<file path="src/rtl/scr_pkg.sv">
package scr_pkg;

    typedef struct packed {
        logic [3:0] trq;
        logic       en_b;
        logic       ph_b;
        logic       ph_a;
        logic       en_a;
    } ctrl_word_t;

    localparam int unsigned CTRL_W   = $bits(ctrl_word_t);
    localparam int unsigned NUM_PINS = 3;
    localparam int unsigned PIN_SCK  = 0;
    localparam int unsigned PIN_RCK  = 1;
    localparam int unsigned PIN_SDI  = 2;

    // Off state for every field is zero.
    function automatic ctrl_word_t gate_word(ctrl_word_t w, logic gate_n);
        return gate_n ? ctrl_word_t'('0) : w;
    endfunction

    function automatic ctrl_word_t to_word(logic [CTRL_W-1:0] bits);
        return ctrl_word_t'(bits);
    endfunction

endpackage

</file>
<file path="src/rtl/scr_edge_sync.sv">
// Synchronizer chain with edge detection on the last two stages.
module scr_edge_sync #(
    parameter int unsigned STAGES = 2
) (
    input  logic clk_i,
    input  logic rst_i,
    input  logic pin_i,
    output logic sync_o,
    output logic dly_o,
    output logic rise_o,
    output logic fall_o
);
    logic [STAGES:0] chain_q;

    always_ff @(posedge clk_i) begin
        if (rst_i) begin
            chain_q <= '0;
        end else begin
            chain_q <= {chain_q[STAGES-1:0], pin_i};
        end
    end

    assign sync_o = chain_q[STAGES-1];
    assign dly_o  = chain_q[STAGES];
    assign rise_o = chain_q[STAGES-1] & ~chain_q[STAGES];
    assign fall_o = ~chain_q[STAGES-1] & chain_q[STAGES];

endmodule

</file>
<file path="src/rtl/scr_clr_sync.sv">
// Clear: asserted asynchronously, released after STAGES clock edges (STAGES >= 2).
module scr_clr_sync #(
    parameter int unsigned STAGES = 2
) (
    input  logic clk_i,
    input  logic clr_n_i,
    output logic clr_n_o
);
    logic [STAGES-1:0] rel_q;

    always_ff @(posedge clk_i or negedge clr_n_i) begin
        if (!clr_n_i) begin
            rel_q <= '0;
        end else begin
            rel_q <= {rel_q[STAGES-2:0], 1'b1};
        end
    end

    assign clr_n_o = rel_q[STAGES-1];

endmodule

</file>
<file path="src/rtl/scr_shift_reg.sv">
module scr_shift_reg #(
    parameter int unsigned WIDTH = 8
) (
    input  logic             clk_i,
    input  logic             clr_n_i,
    input  logic             rst_i,
    input  logic             shift_en_i,
    input  logic             drop_en_i,
    input  logic             sdi_i,
    output logic [WIDTH-1:0] q_o,
    output logic             sdo_o
);
    logic [WIDTH-1:0] sh_q;
    logic             sdo_q;

    always_ff @(posedge clk_i or negedge clr_n_i) begin
        if (!clr_n_i) begin
            sh_q  <= '0;
            sdo_q <= 1'b0;
        end else if (rst_i) begin
            sh_q  <= '0;
            sdo_q <= 1'b0;
        end else begin
            if (shift_en_i) begin
                sh_q <= {sh_q[WIDTH-2:0], sdi_i};
            end
            if (drop_en_i) begin
                sdo_q <= sh_q[WIDTH-1];
            end
        end
    end

    assign q_o   = sh_q;
    assign sdo_o = sdo_q;

endmodule

</file>
<file path="src/rtl/scr_store_reg.sv">
module scr_store_reg
    import scr_pkg::*;
(
    input  logic       clk_i,
    input  logic       clr_n_i,
    input  logic       rst_i,
    input  logic       load_i,
    input  ctrl_word_t word_i,
    input  logic       gate_n_i,
    output ctrl_word_t ctrl_o
);
    ctrl_word_t held_q;
    ctrl_word_t out_q;

    always_ff @(posedge clk_i or negedge clr_n_i) begin
        if (!clr_n_i) begin
            held_q <= '0;
            out_q  <= '0;
        end else if (rst_i) begin
            held_q <= '0;
            out_q  <= '0;
        end else begin
            if (load_i) begin
                held_q <= word_i;
            end
            out_q <= gate_word(held_q, gate_n_i);
        end
    end

    assign ctrl_o = out_q;

endmodule

</file>
<file path="src/rtl/scr_serial_ctl.sv">
module scr_serial_ctl
    import scr_pkg::*;
#(
    parameter int unsigned SYNC_STAGES = 2
) (
    input  logic       clk_i,
    input  logic       rst_i,
    input  logic       clr_n_i,
    input  logic       gate_n_i,
    input  logic       sdi_i,
    input  logic       sck_i,
    input  logic       rck_i,
    output logic       en_a_o,
    output logic       ph_a_o,
    output logic       ph_b_o,
    output logic       en_b_o,
    output logic [3:0] trq_o,
    output logic       sdo_o,
    output logic       cko_o,
    output logic       lko_o
);
    localparam int unsigned W = CTRL_W;

    logic [NUM_PINS-1:0] pin_raw;
    logic [NUM_PINS-1:0] pin_sync;
    logic [NUM_PINS-1:0] pin_dly;
    logic [NUM_PINS-1:0] pin_rise;
    logic [NUM_PINS-1:0] pin_fall;
    logic                clr_int_n;
    logic [W-1:0]        shift_q;
    ctrl_word_t          ctrl;

    assign pin_raw[PIN_SCK] = sck_i;
    assign pin_raw[PIN_RCK] = rck_i;
    assign pin_raw[PIN_SDI] = sdi_i;

    for (genvar g = 0; g < NUM_PINS; g++) begin : g_pin
        scr_edge_sync #(.STAGES(SYNC_STAGES)) u_sync (
            .clk_i  (clk_i),
            .rst_i  (rst_i),
            .pin_i  (pin_raw[g]),
            .sync_o (pin_sync[g]),
            .dly_o  (pin_dly[g]),
            .rise_o (pin_rise[g]),
            .fall_o (pin_fall[g])
        );
    end

    scr_clr_sync #(.STAGES(SYNC_STAGES)) u_clr (
        .clk_i   (clk_i),
        .clr_n_i (clr_n_i),
        .clr_n_o (clr_int_n)
    );

    scr_shift_reg #(.WIDTH(W)) u_shift (
        .clk_i      (clk_i),
        .clr_n_i    (clr_int_n),
        .rst_i      (rst_i),
        .shift_en_i (pin_rise[PIN_SCK]),
        .drop_en_i  (pin_fall[PIN_SCK]),
        .sdi_i      (pin_sync[PIN_SDI]),
        .q_o        (shift_q),
        .sdo_o      (sdo_o)
    );

    scr_store_reg u_store (
        .clk_i    (clk_i),
        .clr_n_i  (clr_int_n),
        .rst_i    (rst_i),
        .load_i   (pin_rise[PIN_RCK]),
        .word_i   (to_word(shift_q)),
        .gate_n_i (gate_n_i),
        .ctrl_o   (ctrl)
    );

    assign en_a_o = ctrl.en_a;
    assign ph_a_o = ctrl.ph_a;
    assign ph_b_o = ctrl.ph_b;
    assign en_b_o = ctrl.en_b;
    assign trq_o  = ctrl.trq;
    assign cko_o  = pin_dly[PIN_SCK];
    assign lko_o  = pin_dly[PIN_RCK];

endmodule

</file>
<file path="config.mk">
export PLATFORM = sky130hd
export DESIGN_NAME = scr_serial_ctl
export DESIGN_NICKNAME = d
export VERILOG_FILES = /design/src/rtl/scr_pkg.sv /design/src/rtl/scr_edge_sync.sv /design/src/rtl/scr_clr_sync.sv /design/src/rtl/scr_shift_reg.sv /design/src/rtl/scr_store_reg.sv /design/src/rtl/scr_serial_ctl.sv
export SDC_FILE = /design/constraint.sdc
export NUM_CORES = 1
export LEC_CHECK = 0
export BUFFER_PORTS_ARGS = -buffer_cell sky130_fd_sc_hd__buf_2
export CORE_ASPECT_RATIO = 1.1
export CORE_MARGIN = 2
export CORE_UTILIZATION = 54
export CTS_CLUSTER_DIAMETER = 200
export DETAILED_ROUTE_END_ITERATION = 8
export PLACE_DENSITY = 0.76
export SETUP_SLACK_MARGIN = 0.3
export SLEW_MARGIN = 10
export SYNTH_ARGS = -nofsm -noshare
export SYNTH_HDL_FRONTEND = slang
export SYNTH_HIERARCHICAL = 1
export SYNTH_SLANG_ARGS = --single-unit
</file>
<file path="constraint.sdc">
create_clock -name clk_i -period 1.02 [get_ports clk_i]
set_input_delay 0.153 -clock clk_i [delete_from_list [all_inputs] [get_ports clk_i]]
set_output_delay 0.153 -clock clk_i [all_outputs]
set_load 0.02 [all_outputs]
</file>
### Word-level counts from Yosys, hierarchy flattened

Index checks and enable logic that the tools add are counted.

| cells by class | value |
|---|---|
| shifts and indexed selects | 0 |
| $mul | 0 |
| bitwise logic cells | 6 |
| div/mod/pow operators | 0 |
| magnitude comparators | 0 |
| add/subtract/negate cells | 0 |
| eq/ne operators | 0 |
| mux-type cells | 8 |
| reduce and logical (&&, ||, !) cells | 3 |

Operators with widths:

| kind | number |
|---|---|
| $mux W8 | 6 |
| $reduce_bool A2 Y1 | 3 |
| $and A1 B1 Y1 | 3 |
| $not A1 Y1 | 3 |
| $mux W1 | 2 |

| word-level totals | value |
|---|---|
| bits in latches | 0 |
| bits in writable memories | 0 |
| memory bits (read-only) | 0 |
| register bits | 35 |
| memories kept | 0 |
| output and inout port bits | 11 |
| logic and storage cells | 33 |

### Longest topological paths before layout

| depth | value |
|---|---|
| word-level depth | 4 |
| gate-level depth with buffers | 4 |
| depth with buffers taken out | 3 |

### Hierarchy

The synthesis kept the hierarchy.

Modules (own cells, without submodules):

| module | instances | area each (µm²) | cells an instance | sequential area each (µm²) |
|---|---|---|---|---|
| scr_store_reg | 1 | 603.1 | 43 | 400.4 |
| scr_shift_reg | 1 | 365.4 | 29 | 225.2 |
| scr_edge_sync | 3 | 91.3 | 8 | 60.1 |
| scr_clr_sync | 1 | 53.8 | 3 | 50.0 |

### Least setup slack after synthesis

Ideal clock, no wire load.

| path | value |
|---|---|
| kind | register -> register |
| start point | register g_pin[0].u_sync.chain_q[2] |
| end point | register u_shift.sh_q[0], in the netlist u_shift/q_o[0] |
| path slack | 15 ps |
| cell stages (with the launch flop) | 5 |
| clock period less this slack | 1,005 ps |
| required time | 900 ps |
| data arrival time | 885 ps |
| setup time | 120 ps |
| cell sequence | dfxtp_1 nor2b_1 buf_6 mux2i_1 nor2_1 |

| between the ends | value |
|---|---|
| cells in the longest elaborated chain, start to end | 3 |

RTL lines:

| what | line | source |
|---|---|---|
| from (decl) | scr_edge_sync.sv:13 | `logic [STAGES:0] chain_q;` |
| from (signal assigned) | scr_edge_sync.sv:19 | `chain_q <= {chain_q[STAGES-1:0], pin_i};` |
| $not A1 Y1 | scr_edge_sync.sv:25 | `assign rise_o = chain_q[STAGES-1] & ~chain_q[STAGES];` |
| $and A1 B1 Y1 | scr_edge_sync.sv:25 |  |
| named net pin_rise[0] | scr_serial_ctl.sv:27 | `logic [NUM_PINS-1:0] pin_rise;` |
| $reduce_bool A2 Y1 (no source line) | n/a |  |
| to (signal assigned) | scr_shift_reg.sv:25 | `sh_q <= {sh_q[WIDTH-2:0], sdi_i};` |
| to (decl) | scr_shift_reg.sv:13 | `logic [WIDTH-1:0] sh_q;` |

The timed path passes the listed nets, and every way through them passes these cells.
A chain may end at the register's enable or synchronous reset.

### Worst setup path in the final report

| path | value |
|---|---|
| start point | register g_pin[1].u_sync.chain_q[1] |
| end point | register u_store/held_q[7] (netlist name) |

| between the ends | value |
|---|---|
| cells in the longest elaborated chain, start to end | 2 |

RTL lines:

| what | line | source |
|---|---|---|
| from (decl) | scr_edge_sync.sv:13 |  |
| from (signal assigned) | scr_edge_sync.sv:19 |  |
| $and A1 B1 Y1 | scr_edge_sync.sv:25 |  |
| named net pin_rise[1] | scr_serial_ctl.sv:27 |  |
| $reduce_bool A2 Y1 (no source line) | n/a |  |
| to (signal assigned) | scr_store_reg.sv:24 | `held_q <= word_i;` |
| to (decl) | scr_store_reg.sv:12 | `ctrl_word_t held_q;` |

The timed path passes the listed nets, and every way through them passes these cells.

==> flow_summary.yaml <==
worst_setup_path:
  startpoint_type: "flop"
  reg2reg_slack_ns: -0.01
  ff2ff_path_depth: 4
  cp-startpoint: "g_pin[1].u_sync/chain_q[1]"
  cp-end-kind: "flop"
  cp_slowest_cell: "dfxtp_2"
  crit_chain: "nor2b_1 > buf_4 > mux2i_1 > nor2_1"
  r2r-end: "u_store/held_q[7]"
  cp_num_cells: 4
  cp_data_required_time_ns: 1.23
  crit_family: "flip-flops"
  reg2reg_from: "g_pin[1].u_sync/chain_q[1]"
  slowest_delay_ns: 0.33
  crit_arrival_ns: 1.24
  critical_path_class: "reg2reg"
  path_buf_inv: 1
  worstSetupEndpoint: "u_store/held_q[7]"
  critPathMaxFanout: 8
synth:
  netlist_area_sq_um: 1250
  yosysWarnings: 6
  syn_avg_cell_area_sq_um: 13.3
  synth_nets: 101
  netlist_instances: 94
floorplanning:
  die_width_um: 49.9
  rows: 18
  die_area_sq_um: 2720
  coreArea_sq_um: 2230
  start_util_pct: 56.1
  ios: 18
  die_h_um: 54.5
placed_design:
  portBuffers: 17
  place_congestion: 0.702
  hpwl_mm: 1.26
  dp_slack_ns: 0.00207
clock_network:
  cts_root_buffer: "clkbuf_4"
  cts_setup_buffers: 0
  clkTransAtPathRegs_ns: 0.10
  clk_latency_ns: 0.33
  cts.sinks: 35
  cts.htree.levels: 2
  cts_buffers: 5
  cts_tree: "yes"
  clockBufferDepth: 2
pwr:
  peakVddDrop_mv: 1.32
  p_per_area_nw_per_um2: 1430
  power_leakage_nw: 0.730
timing:
  slew_violations: 0
  timing.fmax_mhz: 967
  hold_viol: 0
  min_period_ns: 1.03
  finalSetupViolations: 2
  fin_ws_ns: -0.0147
  fin_tns_setup_ns: -0.0166
  clock_skew_ns: 0.0113
  final.period_utilization_pct: 101
  rsz0062_at_grt: "true"
status:
  status: "finished with violations"
  violations: "setup timing"
hold_path:
  hp-class: "in2reg"
route:
  drt-pass1-iter-count: 4
  vias: 731
  vias_per_cell: 4.81
  first_iter_violations: 11
  drc: 0
  antenna_left: 0
  post_drt_wl_per_cell_um: 12.4
  wl_mm: 1.89
final_layout:
  antenna_cells: 0
  final_nets: 128
  nFillCells: 161
  syn_to_final_growth_pct: 23.4
  final_cell_mix: "26 x dfrtp_1, 17 x mux2i_1, 17 x nor2_1"
  layout-drive-gt1-share_pct: 29.5
  final_common_cell: "dfrtp_1"
grt:
  gr-usage-all-layers_pct: 17.0
  grt_pass1_vias: 684
  grt_antenna_before_repair: 0
  grt_overflow: 0
  grt_pass1_wl_mm: 3.11
  grt_max_degree: 26
job:
  max-cap-violations: 0
-- area by class of cell --
class	count	area (sq um)	area share [%]
well taps	30	37.5	2.43
repair buffers	24	229	14.8
flip-flops and latches	35	842	54.5
multi-input cells	55	387	25.0
clock buffers	8	48.8	3.16
-- flip-flops by register name, summed over array words and instances, names as in the netlist --
name and count:
u_shift/sdo_o 1, u_store/ctrl_o 8, g_pin.u_sync/chain_q 8, u_shift/q_o 8, u_store/held_q 8, u_clr/rel_q 2
-- how the worst min path moves through the flow --
stage	from	endpoint	slack, ns	cells after the start
6_report	rck_i	g_pin[1].u_sync/chain_q[0]	0.03	2
3_3_place_gp	clr_n_i	u_clr/rel_q[0]	-0.06	1
5_1_grt	sdi_i	g_pin[2].u_sync/chain_q[0]	0.04	2
3_5_place_dp	clr_n_i	u_clr/rel_q[0]	-0.06	1
2_1_floorplan	clr_n_i	u_clr/rel_q[0]	-0.14	0
4_1_cts	rck_i	g_pin[1].u_sync/chain_q[0]	0.02	2
-- metal layers --
metal | GRT usage (%) | share of wire, % | vias to the layer above
li1 | - | - | 350
met1 | 18.6 | 42 | 353
met2 | 26.2 | 50 | 24
met3 | 7.65 | 5.4 | 4
met4 | 13.4 | 2.5 | 0
met5 | 0 | 0 | -
-- stage by stage --
step	area, sq um	total power [mW]	instances	hold WS (ns)	utilization (%)
floorplan	1250	1.51	94	-0.143	-
global placement	1400	1.55	143	-0.0631	62.6
detailed placement	1400	1.55	143	-0.0596	62.6
CTS	1540	2.25	152	0.0184	69.0
global route	1540	2.31	152	0.0386	69.2
finish	1540	2.21	152	0.0318	69.2
-- power breakdown --
group | switching (mW) | internal [mW] | leakage (nW) | total (mW)
logic | 0.0674 | 0.0571 | 0.264 | 0.125
clock network | 0.406 | 0.274 | 0.0265 | 0.681
registers | 0.00638 | 1.40 | 0.439 | 1.41
total | 0.480 | 1.73 | 0.730 | 2.21
-- repair_timing --
action                                  CTS  global route
pin swaps                                 1             1
endpoints found under the setup margin   28            28
hold buffers                              1             0
hold endpoints to repair                  2             0
resized for setup                        27             2
No activity file was read; power rests on OpenSTA's default activity.
